$ cat config.mk
export PLATFORM = sky130hd
export DESIGN_NAME = sysclk_mode_ctrl
export DESIGN_NICKNAME = d
export VERILOG_FILES = /design/src/rtl/cmc_pkg.sv /design/src/rtl/cmc_stab_counter.sv /design/src/rtl/cmc_mode_fsm.sv /design/src/rtl/cmc_enable_decode.sv /design/src/rtl/sysclk_mode_ctrl.sv
export SDC_FILE = /design/constraint.sdc
export NUM_CORES = 1
export LEC_CHECK = 0
export ABC_AREA = 1
export ABC_CLOCK_PERIOD_IN_PS = 1600
export BUFFER_PORTS_ARGS = -buffer_cell sky130_fd_sc_hd__buf_2
export CAP_MARGIN = 20
export CELL_PAD_IN_SITES_DETAIL_PLACEMENT = 1
export CELL_PAD_IN_SITES_GLOBAL_PLACEMENT = 1
export CORE_MARGIN = 3
export CORE_UTILIZATION = 36
export DETAILED_ROUTE_END_ITERATION = 10
export PLACE_DENSITY_LB_ADDON = 0.3
export SLEW_MARGIN = 10
export SYNTH_ARGS = -nofsm -noshare
export SYNTH_HDL_FRONTEND = slang
export SYNTH_SLANG_ARGS = --single-unit
$ cat constraint.sdc
create_clock -name clk -period 1.6 [get_ports clk]
set_clock_uncertainty 0.1 [all_clocks]
set_input_delay 0.16 -clock clk [delete_from_list [all_inputs] [get_ports clk]]
set_output_delay 0.16 -clock clk [all_outputs]
set_load 0.01 [all_outputs]
$ cat src/rtl/cmc_pkg.sv
package cmc_pkg;

    localparam int WR_W = 5;
    localparam int RD_W = 8;

    typedef enum logic [2:0] {
        ST_MAIN_RUN,
        ST_SUB_RUN,
        ST_WAIT_MAIN,
        ST_MAIN_SLEEP,
        ST_MAIN_STOP,
        ST_SUB_SLEEP,
        ST_SUB_STOP,
        ST_WATCH
    } cmc_state_e;

    localparam logic [1:0] SB_SLEEP = 2'b00;
    localparam logic [1:0] SB_STOP  = 2'b01;
    localparam logic [1:0] SB_WATCH = 2'b10;

    typedef struct packed {
        logic       sel;
        logic [1:0] speed;
        logic [1:0] wsel;
    } cmc_regs_t;

    typedef struct packed {
        cmc_state_e state;
        logic       mon;
    } cmc_fsm_t;

endpackage

$ cat src/rtl/cmc_stab_counter.sv
module cmc_stab_counter #(
    parameter int LOG_A = 12,
    parameter int LOG_B = 14,
    parameter int LOG_C = 16
) (
    input  logic       clk,
    input  logic       rst_n,
    input  logic       load_i,
    input  logic [1:0] wsel_i,
    input  logic       tick_i,
    output logic       expire_o
);
    localparam int CNT_W = LOG_C + 1;
    localparam logic [CNT_W-1:0] LEN_A = CNT_W'(1) << LOG_A;
    localparam logic [CNT_W-1:0] LEN_B = CNT_W'(1) << LOG_B;
    localparam logic [CNT_W-1:0] LEN_C = CNT_W'(1) << LOG_C;

    logic [CNT_W-1:0] cnt_d, cnt_q, len;

    always_comb begin
        case (wsel_i)
            2'b10:   len = LEN_B;
            2'b11:   len = LEN_C;
            default: len = LEN_A;
        endcase
    end

    assign expire_o = tick_i && (cnt_q == CNT_W'(1));

    always_comb begin
        cnt_d = cnt_q;
        if (load_i) begin
            cnt_d = len;
        end else if (tick_i && (cnt_q != '0)) begin
            cnt_d = cnt_q - CNT_W'(1);
        end
    end

    always_ff @(posedge clk or negedge rst_n) begin
        if (!rst_n) begin
            cnt_q <= LEN_A;
        end else begin
            cnt_q <= cnt_d;
        end
    end

    AST_CNT_HOLDS_IDLE: assert property (@(posedge clk) disable iff (!rst_n)
        (!load_i && !tick_i) |=> $stable(cnt_q));

endmodule

$ cat src/rtl/cmc_mode_fsm.sv
module cmc_mode_fsm
    import cmc_pkg::*;
(
    input  logic       clk,
    input  logic       rst_n,
    input  logic       sel_i,
    input  logic       standby_req_i,
    input  logic [1:0] standby_kind_i,
    input  logic       wake_i,
    input  logic       expire_i,
    output cmc_state_e state_o,
    output logic       mon_o,
    output logic       load_o,
    output logic       count_en_o
);
    cmc_fsm_t fsm_d, fsm_q;

    always_comb begin
        fsm_d  = fsm_q;
        load_o = 1'b0;
        case (fsm_q.state)
            ST_MAIN_RUN: begin
                if (!sel_i) begin
                    fsm_d.state = ST_SUB_RUN;
                    fsm_d.mon   = 1'b0;
                end else if (standby_req_i) begin
                    if (standby_kind_i == SB_STOP || standby_kind_i == SB_WATCH) begin
                        fsm_d.state = ST_MAIN_STOP;
                    end else begin
                        fsm_d.state = ST_MAIN_SLEEP;
                    end
                end
            end
            ST_SUB_RUN: begin
                if (sel_i) begin
                    fsm_d.state = ST_WAIT_MAIN;
                    load_o      = 1'b1;
                end else if (standby_req_i) begin
                    case (standby_kind_i)
                        SB_STOP:  fsm_d.state = ST_SUB_STOP;
                        SB_WATCH: fsm_d.state = ST_WATCH;
                        default:  fsm_d.state = ST_SUB_SLEEP;
                    endcase
                end
            end
            ST_WAIT_MAIN: begin
                if (!sel_i) begin
                    fsm_d.state = ST_SUB_RUN;
                end else if (expire_i) begin
                    fsm_d.state = ST_MAIN_RUN;
                    fsm_d.mon   = 1'b1;
                end
            end
            ST_MAIN_SLEEP: begin
                if (wake_i) fsm_d.state = ST_MAIN_RUN;
            end
            ST_MAIN_STOP: begin
                if (wake_i) begin
                    fsm_d.state = ST_WAIT_MAIN;
                    fsm_d.mon   = 1'b0;
                    load_o      = 1'b1;
                end
            end
            default: begin
                if (wake_i) fsm_d.state = ST_SUB_RUN;
            end
        endcase
    end

    always_ff @(posedge clk or negedge rst_n) begin
        if (!rst_n) begin
            fsm_q.state <= ST_WAIT_MAIN;
            fsm_q.mon   <= 1'b0;
        end else begin
            fsm_q <= fsm_d;
        end
    end

    assign state_o    = fsm_q.state;
    assign mon_o      = fsm_q.mon;
    assign count_en_o = (fsm_q.state == ST_WAIT_MAIN);

    AST_MON_RISE_ON_EXPIRE: assert property (@(posedge clk) disable iff (!rst_n)
        (fsm_q.mon && !$past(fsm_q.mon)) |-> $past(expire_i));

    AST_DESEL_DROPS_MON: assert property (@(posedge clk) disable iff (!rst_n)
        (fsm_q.state == ST_MAIN_RUN && !sel_i) |=> !fsm_q.mon);

endmodule

$ cat src/rtl/cmc_enable_decode.sv
module cmc_enable_decode
    import cmc_pkg::*;
(
    input  cmc_state_e state_i,
    output logic       main_osc_en_o,
    output logic       sub_osc_en_o,
    output logic       cpu_clk_en_o,
    output logic       periph_clk_en_o,
    output logic       tbt_clk_en_o
);
    always_comb begin
        main_osc_en_o   = 1'b0;
        sub_osc_en_o    = 1'b1;
        cpu_clk_en_o    = 1'b0;
        periph_clk_en_o = 1'b0;
        tbt_clk_en_o    = 1'b0;
        case (state_i)
            ST_MAIN_RUN: begin
                main_osc_en_o   = 1'b1;
                cpu_clk_en_o    = 1'b1;
                periph_clk_en_o = 1'b1;
                tbt_clk_en_o    = 1'b1;
            end
            ST_MAIN_SLEEP: begin
                main_osc_en_o   = 1'b1;
                periph_clk_en_o = 1'b1;
                tbt_clk_en_o    = 1'b1;
            end
            ST_WAIT_MAIN: begin
                main_osc_en_o   = 1'b1;
                cpu_clk_en_o    = 1'b1;
                periph_clk_en_o = 1'b1;
            end
            ST_SUB_RUN: begin
                cpu_clk_en_o    = 1'b1;
                periph_clk_en_o = 1'b1;
            end
            ST_SUB_SLEEP: begin
                periph_clk_en_o = 1'b1;
            end
            ST_SUB_STOP: begin
                sub_osc_en_o    = 1'b0;
            end
            default: begin
            end
        endcase
    end
endmodule

$ cat src/rtl/sysclk_mode_ctrl.sv
module sysclk_mode_ctrl
    import cmc_pkg::*;
#(
    parameter int WAIT_LOG_A = 12,
    parameter int WAIT_LOG_B = 14,
    parameter int WAIT_LOG_C = 16
) (
    input  logic            clk,
    input  logic            rst_n,
    input  logic            sub_tick,
    input  logic            reg_wr_en,
    input  logic [WR_W-1:0] reg_wr_data,
    output logic [RD_W-1:0] reg_rd_data,
    input  logic            standby_req,
    input  logic [1:0]      standby_kind,
    input  logic            wake,
    output logic [1:0]      gear_sel,
    output logic            clk_src_main,
    output logic            main_osc_en,
    output logic            sub_osc_en,
    output logic            cpu_clk_en,
    output logic            periph_clk_en,
    output logic            tbt_clk_en
);
    cmc_regs_t  regs_d, regs_q;
    cmc_state_e state;
    logic       mon, load, count_en, expire;

    always_comb begin
        regs_d = regs_q;
        if (reg_wr_en) begin
            regs_d.sel   = reg_wr_data[0];
            regs_d.speed = reg_wr_data[2:1];
            if (mon) regs_d.wsel = reg_wr_data[4:3];
        end
    end

    always_ff @(posedge clk or negedge rst_n) begin
        if (!rst_n) begin
            regs_q.sel   <= 1'b1;
            regs_q.speed <= 2'b00;
            regs_q.wsel  <= 2'b00;
        end else begin
            regs_q <= regs_d;
        end
    end

    cmc_mode_fsm u_fsm (
        .clk            (clk),
        .rst_n          (rst_n),
        .sel_i          (regs_q.sel),
        .standby_req_i  (standby_req),
        .standby_kind_i (standby_kind),
        .wake_i         (wake),
        .expire_i       (expire),
        .state_o        (state),
        .mon_o          (mon),
        .load_o         (load),
        .count_en_o     (count_en)
    );

    cmc_stab_counter #(
        .LOG_A (WAIT_LOG_A),
        .LOG_B (WAIT_LOG_B),
        .LOG_C (WAIT_LOG_C)
    ) u_cnt (
        .clk      (clk),
        .rst_n    (rst_n),
        .load_i   (load),
        .wsel_i   (regs_q.wsel),
        .tick_i   (count_en && sub_tick),
        .expire_o (expire)
    );

    cmc_enable_decode u_dec (
        .state_i         (state),
        .main_osc_en_o   (main_osc_en),
        .sub_osc_en_o    (sub_osc_en),
        .cpu_clk_en_o    (cpu_clk_en),
        .periph_clk_en_o (periph_clk_en),
        .tbt_clk_en_o    (tbt_clk_en)
    );

    assign reg_rd_data  = {mon, 2'b00, regs_q.wsel, regs_q.speed, regs_q.sel};
    assign gear_sel     = regs_q.speed;
    assign clk_src_main = mon;

    AST_WAIT_FIELD_FROZEN: assert property (@(posedge clk) disable iff (!rst_n)
        !mon |=> $stable(regs_q.wsel));

    AST_TBT_ONLY_ON_MAIN: assert property (@(posedge clk) disable iff (!rst_n)
        tbt_clk_en |-> (clk_src_main && main_osc_en));

    AST_EXPIRE_SINGLE: assert property (@(posedge clk) disable iff (!rst_n)
        expire |=> !expire);

endmodule

-- Word-level counts from Yosys, hierarchy flattened
Index checks and enable logic that the tools add are counted.
- output and inout port bits: 16
- word-level logic and storage cells: 68
- register bits: 26
- bits of input ports: 13
- equal/unequal tests: 19
- reduce and logical (&&, ||, !) cells: 16
- add/sub/neg operators: 1
- muxes and demuxes: 26
- operators by type and width (cell ; count):
    $mux 17 ; 2
    $pmux 17 s2 ; 1
    $mux 3 ; 8
    $eq 17x1->1 const B ; 1
    $reduce_bool 17->1 ; 1
    $sub 17x1->17 const B ; 1
    $pmux 3 s5 ; 1
    $eq 3x3->1 const B ; 3
    $mux 1 ; 9
    $mux 4 ; 2
    $ne 2x2->1 const B ; 4
    $eq 2x2->1 const B ; 3
    $eq 3x2->1 const B ; 2
    $ne 3x3->1 const B ; 2
    $reduce_and 6->1 ; 1
    $reduce_or 3->1 ; 2
    $reduce_and 5->1 ; 1
    $reduce_or 5->1 ; 1
    $pmux 2 s2 ; 1
    $reduce_bool 4->1 ; 1
    $eq 3x1->1 const B ; 1
    $logic_and 1x1->1 ; 3
    $logic_not 3->1 ; 1
    $ne 3x2->1 const B ; 1
    other kinds (9) ; 9

-- Longest topological paths before layout
- depth after elaboration: 6
- gate-level depth with buffers: 11
- gate-level depth less buffers: 11

-- Hierarchy
From an unflattened synthesis, not the netlist that was laid out.
- cell total of the unflattened synthesis: 292
- area, all modules: 1991.9 µm²
- by module, submodules not included (module ; sequential area each (µm²) ; cells each ; area each (µm²) ; times used):
    cmc_stab_counter ; 426.7 ; 174 ; 1219.9 ; 1
    cmc_mode_fsm ; 101.3 ; 77 ; 470.5 ; 1
    sysclk_mode_ctrl ; 126.4 ; 30 ; 255.2 ; 1
    cmc_enable_decode ; 0.0 ; 11 ; 46.3 ; 1

-- Worst setup path before layout
Ideal clock, no wire load.
- kind: flip-flop to flip-flop
- from: register u_cnt.cnt_q[0]
- to: register u_cnt.cnt_q[16]
- buffers on the path: 0
- setup time: 0.116 ns
- setup slack: 0.070 ns
- required time: 1.384 ns
- arrival: 1.314 ns
- period minus slack after synthesis: 1.530 ns
- stages on the path, launching flop included: 10
- cells stage by stage: dfrtp_1 -> inv_1 -> ha_1 -> nand2_1 -> nor2_1 -> nand3_1 -> nand3_1 -> nand2_1 -> nand2_1 -> nand2_1
- cells in the longest elaborated chain, start to end: 3
- elaborated cells on any way between the ends: 6
- those cells by class: add/sub (1); mux (2); reduce/logical (3)
- ends and longest elaborated chain (item ; line ; source):
    from (decl) ; cmc_stab_counter.sv:18 ; logic [CNT_W-1:0] cnt_d, cnt_q, len;
    from (signal assigned) ; cmc_stab_counter.sv:43 ; cnt_q <= cnt_d;
    $sub 17x1->17 / $reduce_bool 17->1 (equally long branches) ; cmc_stab_counter.sv:35, cmc_stab_counter.sv:34 ;
    $mux 17 / $logic_and 1x1->1 (equally long branches) ; cmc_stab_counter.sv:34 ; end else if (tick_i && (cnt_q != '0)) begin
    $mux 17 / $reduce_bool 2->1 (equally long branches) ; - ;
Parallel ways exist; a longest one is shown, timed or not. The select of a mux whose other input is x is not followed.
A chain may end at the register's enable or synchronous reset.

-- Final worst setup path
- from: register u_cnt.cnt_q[5]
- to: register u_cnt.cnt_q[8]
The elaborated chain is that of the path after synthesis.

==> run_results.csv <==
group,metric,value,unit
pwr,pwr_density_cell,2090,nW/um^2
worst_setup_path,worstRegToRegCells,8,
placed_design,placed_area,2190,sq um
synthesis,syn_inst,277,
route,ant_nets,0,
timing,post-route-min-period,1630,ps
placed_design,dpl.hpwl,4010,microns
synthesis,synthArstFlopShare,1.00,
floorplanning,die_y,78.4,microns
final_layout,layout-drive-gt1-share,0.410,
synthesis,seq_area_frac_synth,0.346,
status,violations,"setup timing",
synthesis,synth_seq_cells,26,
timing,fin_crit_sh,1.02,
route,drtIter0Drc,85,
pwr,ir_drop,0.827,mV
final_layout,nNetsFinal,364,
timing,worst_pin_slew,651,ps
route,wirelength,6520,microns
timing,slew_violations,0,
worst_hold_path,hp-class,"input pin to flop",
worst_setup_path,crit_buf_inv,1,
route,drc,0,
timing,timing.final.ws_setup,-25.4,ps
clocking,clk_pin_slew,100,ps
final_layout,final_area,2710,sq um
global_routing,grt_pass1_wl,9870,microns
timing,setup_viol,6,
final_layout,layout_commonest_cell,"nand2_1",
floorplanning,core_region_area,4910,sq um
timing,relSlewSlack,0.566,
worst_setup_path,path_cells,"nor2_2 -> nand2_2 -> nor2_2 -> nand3_2 -> nand3_4 -> clkinvlp_4 -> nand3_2 -> nand2_2",
worst_setup_path,crit_path_end_kind,"flop",
synthesis,synth-xor-area-share,0.0325,
final_layout,nFillCells,648,
global_routing,grt_overflow,0,
global_routing,grt_pass1_vias,2113,
synthesis,synth_mux_area_frac,0.0119,
clocking,clock_sinks,26,
worst_hold_path,worstHoldPathCells,2,
worst_setup_path,critPathKind,"flop to flop",
global_routing,grtUsageTotal,0.202,
worst_hold_path,min_delay_worst_endpoint,"gear_sel[0]$_DFFE_PN0P_",
global_routing,antenna_found_initial,0,
final_layout,num_antenna_cells,0,
synthesis,syn-mean-instance-area,6.82,sq um
route,via_count,2046,
worst_setup_path,r2r_start,"u_cnt.cnt_q[5]$_DFFE_PN0P_",
placed_design,io_buffers,26,
clocking,clock-root-buffer,"clkbuf_8",
worst_setup_path,cp_data_arrival_time,1710,ps
synthesis,synth_top_family_by_area,"simple AND/OR/NAND/NOR gates",
clocking,cts_made_buffers,3,
synthesis,synth-main-ff-cell,"dfrtp_1",
synthesis,synthDistinctLibCells,32,
synthesis,netlist_area,1890,sq um
timing,hold_viol,0,
worst_setup_path,critical-path-max-stage-delay,420,ps
clocking,h-tree-depth,1,
synthesis,synthAdderAreaFrac,0.0265,
floorplanning,pin_count,29,
synthesis,synth_compound_area_frac,0.0424,
final_layout,final_cell_mix,"82 x nand2_1, 41 x buf_4, 28 x nand3_1, 26 x nor2_1, 26 x buf_2",
timing,max_freq,615,MHz
clocking,clock_latency,290,ps
route,viasPerCell,4.95,
worst_setup_path,required,1690,ps
synthesis,synth_edf_count,0,
route,wire_per_inst,15.8,microns
worst_setup_path,worst-path-stages,8,
pwr,leakagePower,0.00139,uW
route,firstDrtPassIters,4,
worst_setup_path,cp-start-kind,"flop",
floorplanning,num_rows,25,
worst_hold_path,hold_start,"reg_wr_data[1]",
floorplanning,die_width,78.4,microns
worst_setup_path,r2r_end,"u_cnt.cnt_q[8]$_DFFE_PN0P_",
clocking,cts_buffer_depth,2,
status,status,"finished, violations left",
worst_setup_path,r2r_setup_slack,-30,ps
timing,rsz0062_at_grt,"true",
placed_design,finalWeightedCongestion,0.795,
clocking,tritoncts,"done",
worst_setup_path,crit_family,"simple AND/OR/NAND/NOR gates",
synthesis,yosys_warnings,0,
timing,fin_setup_tns,-81.5,ps
floorplanning,start_util,0.385,
synthesis,synthSimpleGateAreaFrac,0.429,
run,cap_viol_max_count,0,
final_layout,synthToLayoutAreaGrowth,43.5,%
worst_setup_path,cp_max_fo,5,
floorplanning,fp.dieArea,6150,sq um
worst_setup_path,critPathSlowestCell,"dfrtp_1",
global_routing,grt_max_degree,27,
cell usage after synthesis, types with 4 or more instances:
cell	instances	area, sq um
nand2_1	89	334
nor2_1	43	161
nand3_1	34	170
inv_1	25	93.8
dfrtp_1	23	576
buf_4	7	52.6
a21oi_1	5	25.0
o21ai_0	5	25.0
buf_6	4	45.0
ha_1	4	50.1
xor2_1	4	35.0
flip-flops by register name (all words and copies together) (netlist names):
register	count
reg_rd_data	3
u_cnt.cnt_q	17
gear_sel	2
u_fsm.state_o	3
u_fsm.mon_o	1
cells by family after synthesis:
family          after synthesis
fa+ha+maj                     4
other cells                   1
mux                           2
simple gates                184
compound gates               14
xor+xnor                      7
buf+inv                      39
flops                        26
metrics by stage:
step	total power (uW)	setup WS [ps]	hold slack, ps	std cells	util
floorplan	3060	69.6	-236	278	-
global placement	3900	-47.6	115	382	0.446
detailed placement	3980	-184	131	382	0.446
CTS	4880	1.96	1.16	398	0.491
global route	6150	-139	3.93	413	0.552
finish	5660	-25.4	0.379	413	0.552
power breakdown:
part / leakage [uW] / switching, uW / internal (uW)
logic: 0.00103 / 2250 / 1670
registers: 0.000322 / 246 / 914
clock network: 0.0000357 / 249 / 336
timing repair:
item | in CTS | in global routing
hold buffers | 3 | 1
pin swaps | 3 | 15
endpoints found under the setup margin | 21 | 22
endpoints found under the hold margin | 25 | 1
setup buffers | 9 | 14
gates resized for setup | 19 | 48
cloned | 0 | 0
worst reg2reg max path: cells and delay by family, from the launching register on:
kind / cells / cell delay, ps
buf+inv: 1 / 180
simple gates: 7 / 820
flops: 1 / 420
cell type report:
| cell class | instances | area [sq um] | share of cell area |
|---|---|---|---|
| Clock buffer | 3 | 41.3 | 0.0152 |
| Timing Repair Buffer | 76 | 543 | 0.200 |
| Sequential cell | 26 | 658 | 0.243 |
| Multi-Input combinational cell | 213 | 1240 | 0.457 |
| Inverter | 27 | 115 | 0.0425 |
| Clock inverter | 1 | 30.0 | 0.0111 |
| Tap cell | 67 | 83.8 | 0.0309 |
metal layers:
| metal | vias to the layer above | GRT usage | part of all wire |
|---|---|---|---|
| met5 | - | 0 | 0 |
| met4 | 0 | 0.0647 | 0.016 |
| met3 | 13 | 0.0252 | 0.025 |
| met2 | 42 | 0.365 | 0.54 |
| met1 | 987 | 0.249 | 0.42 |
| li1 | 1004 | - | - |
worst max-delay path by stage:
| stage | endpoint | start | slack [ps] |
|---|---|---|---|
| 2_1_floorplan | u_cnt.cnt_q[16]$_DFFE_PN0P_ | u_cnt.cnt_q[0]$_DFFE_PN0P_ | 70 |
| 3_3_place_gp | u_cnt.cnt_q[14]$_DFFE_PN0P_ | u_cnt.cnt_q[0]$_DFFE_PN0P_ | -50 |
| 3_5_place_dp | u_cnt.cnt_q[14]$_DFFE_PN0P_ | u_cnt.cnt_q[0]$_DFFE_PN0P_ | -180 |
| 4_1_cts | u_cnt.cnt_q[8]$_DFFE_PN0P_ | u_cnt.cnt_q[0]$_DFFE_PN0P_ | 2 |
| 5_1_grt | u_fsm.state_o[1]$_DFFE_PN1P_ | u_cnt.cnt_q[1]$_DFFE_PN0P_ | -140 |
| 6_report | u_cnt.cnt_q[8]$_DFFE_PN0P_ | u_cnt.cnt_q[5]$_DFFE_PN0P_ | -30 |
No activity file was read; power rests on OpenSTA's default activity.
